File: src/rtl/pfx_pkg.sv
// Package: default widths shared by the prefix block and its bench.
// Assumes: index bit 0 extends the source field; the remaining index bits
// extend the destination field.
package pfx_pkg;
    localparam int DATA_W_DEF = 16;
    localparam int IMM_W_DEF  = 8;
    localparam int IDX_W_DEF  = 3;
    localparam int SRC_F_DEF  = 4;
    localparam int DST_F_DEF  = 3;

    // Next-state choice for the holding register
    typedef enum logic [1:0] {
        PFX_HOLD  = 2'd0,
        PFX_LOAD  = 2'd1,
        PFX_CLEAR = 2'd2
    } pfx_act_e;
endpackage

File: src/rtl/pfx_hold.sv
// Module: pfx_hold
// Holds the prefix value and its index for one execution cycle.
// Assumes: synchronous active-low reset; a write wins over expiry; adv marks
// the end of an execution cycle.
module pfx_hold
    import pfx_pkg::*;
#(
    parameter int DATA_W = DATA_W_DEF,
    parameter int IDX_W  = IDX_W_DEF
) (
    input  logic              clk,
    input  logic              rst_n,
    input  logic              wr_en,
    input  logic [IDX_W-1:0]  wr_idx,
    input  logic [DATA_W-1:0] wr_data,
    input  logic              adv,
    output logic [DATA_W-1:0] val_q,
    output logic [IDX_W-1:0]  idx_q
);
    pfx_act_e act;

    // Pick the register action: load beats clear, clear beats hold
    always_comb begin
        if (wr_en)    act = PFX_LOAD;
        else if (adv) act = PFX_CLEAR;
        else          act = PFX_HOLD;
    end

    // Update the stored value and index
    always_ff @(posedge clk) begin
        if (!rst_n) begin
            val_q <= '0;
            idx_q <= '0;
        end else begin
            case (act)
                PFX_LOAD: begin
                    val_q <= wr_data;
                    idx_q <= wr_idx;
                end
                PFX_CLEAR: begin
                    val_q <= '0;
                    idx_q <= '0;
                end
                default: begin
                    val_q <= val_q;
                    idx_q <= idx_q;
                end
            endcase
        end
    end


    load_takes_chk: assert property (@(posedge clk) disable iff (!rst_n)
        wr_en |=> (val_q == $past(wr_data)) && (idx_q == $past(wr_idx)));

    expire_clears_chk: assert property (@(posedge clk) disable iff (!rst_n)
        (adv && !wr_en) |=> (val_q == '0) && (idx_q == '0));

    idle_holds_chk: assert property (@(posedge clk) disable iff (!rst_n)
        (!adv && !wr_en) |=> $stable(val_q) && $stable(idx_q));
endmodule

File: src/rtl/pfx_addr_ext.sv
// Module: pfx_addr_ext
// Widens the short register fields using the stored index, and slices the
// immediate byte out of the stored value.
// Assumes: index bit 0 feeds the source; the upper index bits feed the
// destination; IMM_W <= DATA_W.
module pfx_addr_ext #(
    parameter int DATA_W = 16,
    parameter int IMM_W  = 8,
    parameter int IDX_W  = 3,
    parameter int SRC_F  = 4,
    parameter int DST_F  = 3,
    localparam int SRC_A = SRC_F + 1,
    localparam int DST_A = DST_F + IDX_W - 1
) (
    input  logic [DATA_W-1:0] val,
    input  logic [IDX_W-1:0]  idx,
    input  logic [SRC_F-1:0]  src_fld,
    input  logic [DST_F-1:0]  dst_fld,
    output logic [IMM_W-1:0]  imm_hi,
    output logic [SRC_A-1:0]  src_addr,
    output logic [DST_A-1:0]  dst_addr
);
    // Immediate byte: take the whole value when the widths match
    generate
        if (IMM_W == DATA_W) begin : g_imm_full
            assign imm_hi = val;
        end else begin : g_imm_slice
            assign imm_hi = val[IMM_W-1:0];
        end
    endgenerate

    // Source: index bit 0 is the top bit above the short field
    always_comb src_addr = {idx[0], src_fld};

    // Destination: the remaining index bits sit above the short field
    always_comb dst_addr = {idx[IDX_W-1:1], dst_fld};
endmodule

File: src/rtl/pfx_extend_unit.sv
// Module: pfx_extend_unit (top)
// One-shot prefix register. It supplies a high immediate byte and extended
// register addresses to the next instruction.
// Assumes: synchronous active-low reset; adv pulses once per executed
// instruction.
module pfx_extend_unit
    import pfx_pkg::*;
#(
    parameter int DATA_W = DATA_W_DEF,
    parameter int IMM_W  = IMM_W_DEF,
    parameter int IDX_W  = IDX_W_DEF,
    parameter int SRC_F  = SRC_F_DEF,
    parameter int DST_F  = DST_F_DEF,
    localparam int SRC_A = SRC_F + 1,
    localparam int DST_A = DST_F + IDX_W - 1
) (
    input  logic              clk,
    input  logic              rst_n,
    input  logic              wr_en,
    input  logic [IDX_W-1:0]  wr_idx,
    input  logic [DATA_W-1:0] wr_data,
    input  logic              adv,
    input  logic [SRC_F-1:0]  src_fld,
    input  logic [DST_F-1:0]  dst_fld,
    output logic [DATA_W-1:0] rd_data,
    output logic [IMM_W-1:0]  imm_hi,
    output logic [SRC_A-1:0]  src_addr,
    output logic [DST_A-1:0]  dst_addr
);
    logic [DATA_W-1:0] val_q;
    logic [IDX_W-1:0]  idx_q;

    pfx_hold #(.DATA_W(DATA_W), .IDX_W(IDX_W)) i_hold (
        .clk     (clk),
        .rst_n   (rst_n),
        .wr_en   (wr_en),
        .wr_idx  (wr_idx),
        .wr_data (wr_data),
        .adv     (adv),
        .val_q   (val_q),
        .idx_q   (idx_q)
    );

    pfx_addr_ext #(
        .DATA_W(DATA_W), .IMM_W(IMM_W), .IDX_W(IDX_W),
        .SRC_F(SRC_F), .DST_F(DST_F)
    ) i_ext (
        .val      (val_q),
        .idx      (idx_q),
        .src_fld  (src_fld),
        .dst_fld  (dst_fld),
        .imm_hi   (imm_hi),
        .src_addr (src_addr),
        .dst_addr (dst_addr)
    );

    // Readback of the full stored value
    always_comb rd_data = val_q;


    overlap_write_chk: assert property (@(posedge clk) disable iff (!rst_n)
        (wr_en && adv) |=> (rd_data == $past(wr_data)));

    src_default_chk: assert property (@(posedge clk) disable iff (!rst_n)
        (adv && !wr_en) |=> (src_addr[SRC_A-1] == 1'b0));

    dst_default_chk: assert property (@(posedge clk) disable iff (!rst_n)
        (adv && !wr_en) |=> (dst_addr[DST_A-1:DST_F] == '0));

    imm_low_chk: assert property (@(posedge clk) disable iff (!rst_n)
        wr_en |=> (imm_hi == $past(wr_data[IMM_W-1:0])));
endmodule

File: config.mk
export PLATFORM = sky130hd
export DESIGN_NAME = pfx_extend_unit
export DESIGN_NICKNAME = d
export VERILOG_FILES = /design/src/rtl/pfx_pkg.sv /design/src/rtl/pfx_hold.sv /design/src/rtl/pfx_addr_ext.sv /design/src/rtl/pfx_extend_unit.sv
export SDC_FILE = /design/constraint.sdc
export NUM_CORES = 1
export LEC_CHECK = 0
export BUFFER_PORTS_ARGS = -buffer_cell sky130_fd_sc_hd__buf_2
export CAP_MARGIN = 20
export CORE_UTILIZATION = 40
export CTS_CLUSTER_DIAMETER = 200
export DETAILED_ROUTE_END_ITERATION = 8
export MAX_ROUTING_LAYER = met4
export PLACE_DENSITY = 0.78
export SYNTH_ARGS = -nofsm -noshare
export SYNTH_HDL_FRONTEND = slang
export SYNTH_SLANG_ARGS = --single-unit
File: constraint.sdc
create_clock -name clk -period 0.8 [get_ports clk]
set_clock_uncertainty 0.05 [all_clocks]
set_input_delay 0 -clock clk [delete_from_list [all_inputs] [get_ports clk]]
set_output_delay 0 -clock clk [all_outputs]
set_load 0.01 [all_outputs]
# --- Word level (Yosys, flattened, before mapping) ---
# Index checks and enable logic that the tools add are counted.
# W data, S select, Z words.
word_totals:
  reg_bits: 19
  input_bits: 30
  out_inout_bits: 34
  elab_cells: 9
op_classes:
  eq_ne: 2
  n_mux: 4
  reduce_logical: 1
op_table:
  columns: ["op", "count"]
  rows:
  - ["$pmux W16 S2", 1]
  - ["$pmux W3 S2", 1]
  - ["$mux W2", 2]
  - ["$eq A2 B1 Y1 const B", 1]
  - ["$eq A2 B2 Y1 const B", 1]
  - ["$reduce_bool A2 Y1", 1]

# --- Longest topological paths before layout ---
# Gate-level depths: netlist of the first run.
depth:
  depth_word: 4
  depth_mapped: 4
  mapped_depth_nobuf: 2

# --- Cells and area by module ---
# A second synthesis of the first run with hierarchy kept.
hier_totals:
  cells_unflattened: 103
  area_unflattened_um2: 945.9
modules_own_cells:
  columns: ["module", "n_inst", "cells_each", "area_each_um2", "seq_area_each_um2"]
  rows:
  - ["pfx_hold", 1, 85, 810.8, 380.4]
  - ["pfx_addr_ext", 1, 18, 135.1, 0.0]

# --- Least setup slack after synthesis of the first run ---
# No wires, ideal clock.
synth_timing:
  path_kind: "register -> register"
  start: "register, netlist name i_hold.val_q[0]"
  end: "register i_hold.val_q[0]"
  setup_ps: 67
  arrival_time_ps: 538
  required_ps: 683
  setup_slack_ps: 145
  path_stages_with_launch: 3
  path_buffers: 0
  synth_period_minus_slack_ps: 655
  cell_sequence: "dfxtp_1 nand2b_1 o21ai_2"
synth_lines:
  columns: ["item", "line", "source"]
  rows:
  - ["end signal: assignment", "pfx_hold.sv:37", "val_q <= wr_data;"]
  - ["end signal: assignment", "pfx_hold.sv:45", "val_q <= val_q;"]
  - ["end: declaration", "pfx_hold.sv:17", "output logic [DATA_W-1:0] val_q,"]

# --- Final worst setup path of the first run ---
layout_timing:
  start: "register i_hold.val_q[1]"
  end: "output port rd_data[1]"
layout_lines:
  columns: ["item", "line", "source"]
  rows:
  - ["end: declaration", "pfx_extend_unit.sv:25", "output logic [DATA_W-1:0] rd_data,"]
# No word-level cell between the ends.

==> results of run 1 <==
==> metrics by stage <==
stage / hold WS, ps / util (%) / instances
final: 17.22 / 75.73 / 196
after global routing: 0.6780 / 75.73 / 196
after CTS: 0.2581 / 71.36 / 191
after detailed placement: -49.93 / 50.00 / 155
after global placement: -49.93 / 50.00 / 155
after floorplan: 41.77 / - / 100
==> how the worst max path moves through the flow <==
stage,end,slack [ps],startpoint,depth (start not counted)
final,rd_data[1],-40,i_hold.val_q[1],1
after global routing,rd_data[1],-90,i_hold.val_q[1],1
after CTS,imm_hi[0],-40,i_hold.val_q[0],1
after detailed placement,i_hold.val_q[11],-10,wr_en,3
after global placement,i_hold.val_q[11],40,wr_en,3
after floorplan,i_hold.val_q[0],140,i_hold.val_q[0],2
==> final cells by class <==
cell class	instances	area, um2	share of cell area, %
clock inverter	1	5.005	0.3205
sequential	19	404.1	25.88
multi-input combinational	58	356.6	22.84
clock buffer	3	22.52	1.442
timing repair buffer	88	739.5	47.36
tap	27	33.78	2.163
==> cell usage after synthesis <==
master and instances:
buf_4 18, o21ai_0 8, dfxtp_1 19, clkbuf_2 1
o21ai_2 9, buf_2 1, nand3_1 19, nand2b_4 1
buf_6 3, nand2b_1 19, o21ai_1 2
==> metal layers <==
metal  track usage, %  part of all wire, %  wire length (um)  vias up
met4            8.571                    0                 0        0
met5                -                    0                 0        -
met2            38.51                   56              1415       49
li1                 -                    -                 -      458
met3            3.395                  5.1               129        0
met1            23.73                   39              1001      428
==> repair_timing <==
item	CTS	global route
setup endpoints to repair	27	32
gates resized for setup	32	10
hold buffers	27	2
pin swaps	0	0
buffers inserted	5	4
hold endpoints to repair	26	5
==> registers in the layout, summed over array words and instances, names as in the netlist <==
name,count
i_hold.val_q,16
i_hold.idx_q,3
==> cells by family after synthesis <==
logic type	count (synthesis)	synth area share (%)
simple gates	39	24.86
compound gates	19	14.07
flops	19	41.53
buf+inv	23	19.53
==> power breakdown <==
| group | switching [mW] | total, mW | leakage, nW | internal [mW] |
|---|---|---|---|---|
| Combinational | 0.201 | 0.511 | 0.515 | 0.310 |
| Sequential | 0.0397 | 1.04 | 0.164 | 1.00 |
| Clock | 0.300 | 0.486 | 0.0177 | 0.186 |
| Total | 0.541 | 2.04 | 0.696 | 1.50 |
==> tightest hold or removal path, delay by kind of cell <==
| kind | cells | cell delay, ps |
|---|---|---|
| buffers and inverters | 1 | 170 |
| and+or+nand+nor | 1 | 90 |
| AOI/OAI and AO/OA | 1 | 70 |
==> flow_summary.yaml, run 1 <==
outcome:
  outcome: "finished, violations left"
  violations: "negative setup slack"
logic_synthesis:
  yosysTopAreaCell: "dfxtp_1"
  avgSynthCellArea_um2: 9.159
  ys_ff_latch: 19
  synth_cell_types: 11
  synthesis.nets: 130
  synth_seq_area_share_pct: 41.53
  yosysTopAreaCellShare_pct: 41.53
  synth_cells: 100
  synth_area_um2: 915.9
  ys_warn_count: 0
  synth_area_leaders: "dfxtp_1 42%, buf_4 15%, nand2b_1 13%"
route:
  antenna_left: 0
  via_per_inst: 4.770
  drc: 0
  drt-initial-drc-count: 14
  drtPass1Iterations: 4
  vias: 935
  wl_per_cell_um: 12.99
  routed_wl_mm: 2.547
worst_setup_path:
  worstPathMaxFanout: 3
  critPathTopFamily: "flip-flops"
  critPathBufInv: 1
  worstSetupPathType: "reg -> out"
  required_ps: 750
  timing.rr.end: "i_hold.val_q[4]"
  regToRegStartpoint: "i_hold.val_q[4]"
  endpoint_kind: "output port"
  regToRegSetupSlack_ps: 30
  r2r_cells: 3
  worst_setup_path_start_kind: "register"
  cp_cell_sequence: "buf_6"
  critPathSlowestCell: "dfxtp_2"
  worstPathArrival_ps: 790
  cpPeakStageDelay_ps: 380
clocking:
  clock_latency_ps: 300
  h-tree-depth: 1
  cts-root-buf: "clkbuf_4"
  path_clk_slew_ps: 120
  cts_max_path_buffers: 2
  cts_tree: "done"
  cts.sinks: 19
  cts_buffers: 3
pwr:
  power.density_nw_per_um2: 1306
  p_total_mw: 2.040
  p_leak_nw: 0.6963
  vdd_drop_max_v: 0.0008349
timing:
  final_hold_viol_count: 0
  tightest_slew_ps: 262.9
  slew_viol_final: 0
  fin_setup_tns_ps: -417.2
  fin_crit_sh_pct: 105.0
  max_freq_mhz: 1191
  worst_slack_ps: -39.85
  setup_violations: 22
  relSlewSlack_pct: 82.46
  rsz0062_at_grt: "true"
  fin_crit_ps: 839.9
flow_run:
  cap_violations: 0
global_route:
  antenna_found_initial: 0
  grt_start_max_net_pins: 20
  grt_pass1_vias: 861
  grt_usage_pct: 21.60
  grt_pass1_wl_mm: 3.850
  grt-ovfl-total: 0
cells_and_area:
  fill_cells: 143
  diodes: 0
  drive_above_1_share_pct: 55.03
  synthToLayoutAreaGrowth_pct: 70.49
  nNetsFinal: 200
  fin_area_um2: 1562
  final_cell_mix: "28 x dlygate4sd3_1, 28 x buf_2, 21 x buf_6"
die:
  die_x_um: 49.85
  initial_core_util_pct: 44.42
  rows: 16
  core_um2: 2062
  io_pins: 64
  dieArea_um2: 2485
  die-height_um: 49.85
min_path:
  worstHoldPathCells: 3
  hold_start: "rst_n"
  hold_class: "in -> reg"
  holdPathEnd: "i_hold.val_q[13]"
place:
  place_congestion: 0.6266
  hpwl_mm: 1.294
  dpl_cell_area_um2: 1031
  dp_slack_ps: -13.32
  io_buffers: 49
(Power assumes the default switching activity.)
==> run 2: changes to the inputs <==
--- a/config.mk
+++ b/config.mk
@@ -7,11 +7,13 @@
 export LEC_CHECK = 0
 export BUFFER_PORTS_ARGS = -buffer_cell sky130_fd_sc_hd__buf_2
 export CAP_MARGIN = 20
-export CORE_UTILIZATION = 40
+export CELL_PAD_IN_SITES_DETAIL_PLACEMENT = 1
+export CELL_PAD_IN_SITES_GLOBAL_PLACEMENT = 1
+export CORE_UTILIZATION = 27
 export CTS_CLUSTER_DIAMETER = 200
 export DETAILED_ROUTE_END_ITERATION = 8
 export MAX_ROUTING_LAYER = met4
-export PLACE_DENSITY = 0.78
+export PLACE_DENSITY_LB_ADDON = 0.1
 export SYNTH_ARGS = -nofsm -noshare
 export SYNTH_HDL_FRONTEND = slang
 export SYNTH_SLANG_ARGS = --single-unit
==> run 2 against run 1 <==
Effect of this change: the flow still finishes with violations (negative setup slack); final cell count rose by 6.1%; clock-buffer cell count did not move; worst setup slack improved by 6.0 ps; register-to-register slack barely moved; non-clock buffer count fell by 5; fmax rose by 0.72%.
==> flow_summary.yaml, run 2 (synthesis results as in run 1) <==
outcome:
  outcome: "finished, violations left"
  violations: "negative setup slack"
worst_setup_path:
  critPathSlowestCell: "dfxtp_2"
  worstPathMaxFanout: 3
  worstSetupPathType: "reg -> out"
  required_ps: 750
  worstPathArrival_ps: 780
  cp.depth: 1
  r2r_cells: 3
  critPathBufInv: 1
  worst_setup_path_start_kind: "register"
  cp_cell_sequence: "buf_2"
  endpoint_kind: "output port"
  critPathTopFamily: "flip-flops"
  cpPeakStageDelay_ps: 360
cells_and_area:
  synthToLayoutAreaGrowth_pct: 70.08
  final_cell_mix: "26 x dlygate4sd3_1, 26 x buf_2, 23 x buf_6"
  nNetsFinal: 195
  top_regs: "i_hold.val_q (16), i_hold.idx_q (3)"
  fin_area_um2: 1558
  regMostFlops: "i_hold.val_q"
  drive_above_1_share_pct: 54.88
  largest_register_ffs: 16
  diodes: 0
  finish.utilization_pct: 49.80
route:
  antenna_left: 0
  drc: 0
  drt-initial-drc-count: 28
  via_per_inst: 4.418
  wl_per_cell_um: 12.72
  vias: 919
  routed_wl_mm: 2.645
  drtPass1Iterations: 4
die:
  die-height_um: 60.24
  core_um2: 3128
  dieArea_um2: 3629
  initial_core_util_pct: 29.28
  rows: 20
  io_pins: 64
  die_x_um: 60.24
global_route:
  grt_pass1_vias: 910
  grt_start_max_net_pins: 20
  antenna_found_initial: 0
  grt_pass1_wl_mm: 3.919
  grt_usage_pct: 15.40
  grt-ovfl-total: 0
pwr:
  vdd_drop_max_v: 0.0005336
  p_total_mw: 2.025
  power.density_nw_per_um2: 1300
  p_leak_nw: 0.6744
clocking:
  cts-root-buf: "clkbuf_4"
  cts.sinks: 19
  cts_buffers: 3
  clock_latency_ps: 290
  h-tree-depth: 1
  path_clk_slew_ps: 110
  cts_tree: "done"
  cts_max_path_buffers: 2
min_path:
  hold_class: "in -> reg"
  worstHoldPathCells: 4
place:
  dpl_cell_area_um2: 1060
  hpwl_mm: 1.532
  io_buffers: 49
  place_congestion: 0.6735
timing:
  slew_viol_final: 0
  setup_violations: 19
  rsz0062_at_grt: "true"
  max_freq_mhz: 1199
  fin_crit_ps: 833.8
  tightest_slew_ps: 303.4
  worst_slack_ps: -33.81
  whs_ps: 84.71
  relSlewSlack_pct: 79.77
  fin_crit_sh_pct: 104.2
  final_hold_viol_count: 0
flow_run:
  cap_violations: 0
## run 2: repair_timing
| action | CTS | global route |
|---|---|---|
| resized for setup | 36 | 9 |
| setup endpoints to repair | 27 | 28 |
| hold buffers | 26 | 0 |
| hold endpoints to repair | 26 | 0 |
| setup buffers | 2 | 3 |
## run 2: area by class of cell
cell class / instances / area, um2
tap: 44 / 55.05
clock inverter: 1 / 5.005
multi-input combinational: 58 / 356.6
clock buffer: 3 / 22.52
sequential: 19 / 409.1
fill: 372 / 1570
timing repair buffer: 83 / 709.4
## run 2: layer usage
layer | track usage (%) | share of wire [%] | vias to the layer above
li1 | - | - | 449
met1 | 16.25 | 42 | 425
met2 | 27.16 | 51 | 43
met3 | 3.247 | 5.6 | 2
met4 | 6.977 | 0.68 | 0
met5 | - | 0 | -
## run 2: final timing paths
| path | startpoint | endpoint | slack, ps |
|---|---|---|---|
| worst max-delay path | i_hold.val_q[2] | rd_data[2] | -30 |
| worst min-delay path | rst_n | i_hold.val_q[10] | 80 |
| worst max register to register | i_hold.val_q[0] | i_hold.val_q[0] | 30 |
| worst min register to register | i_hold.val_q[10] | i_hold.val_q[10] | 440 |
## run 2: per-stage QoR
step,setup WS (ps),std cells,setup TNS (ps)
after CTS,-50.94,205,-829.7
after global routing,-87.90,208,-1832
after floorplan,144.8,100,0
after detailed placement,63.37,173,0
final,-33.81,208,-359.5
after global placement,115.6,173,0
## run 2: power breakdown
group	internal, mW	switching [mW]
logic	0.301	0.199
clock network	0.186	0.300
registers	0.999	0.0403
total	1.49	0.539
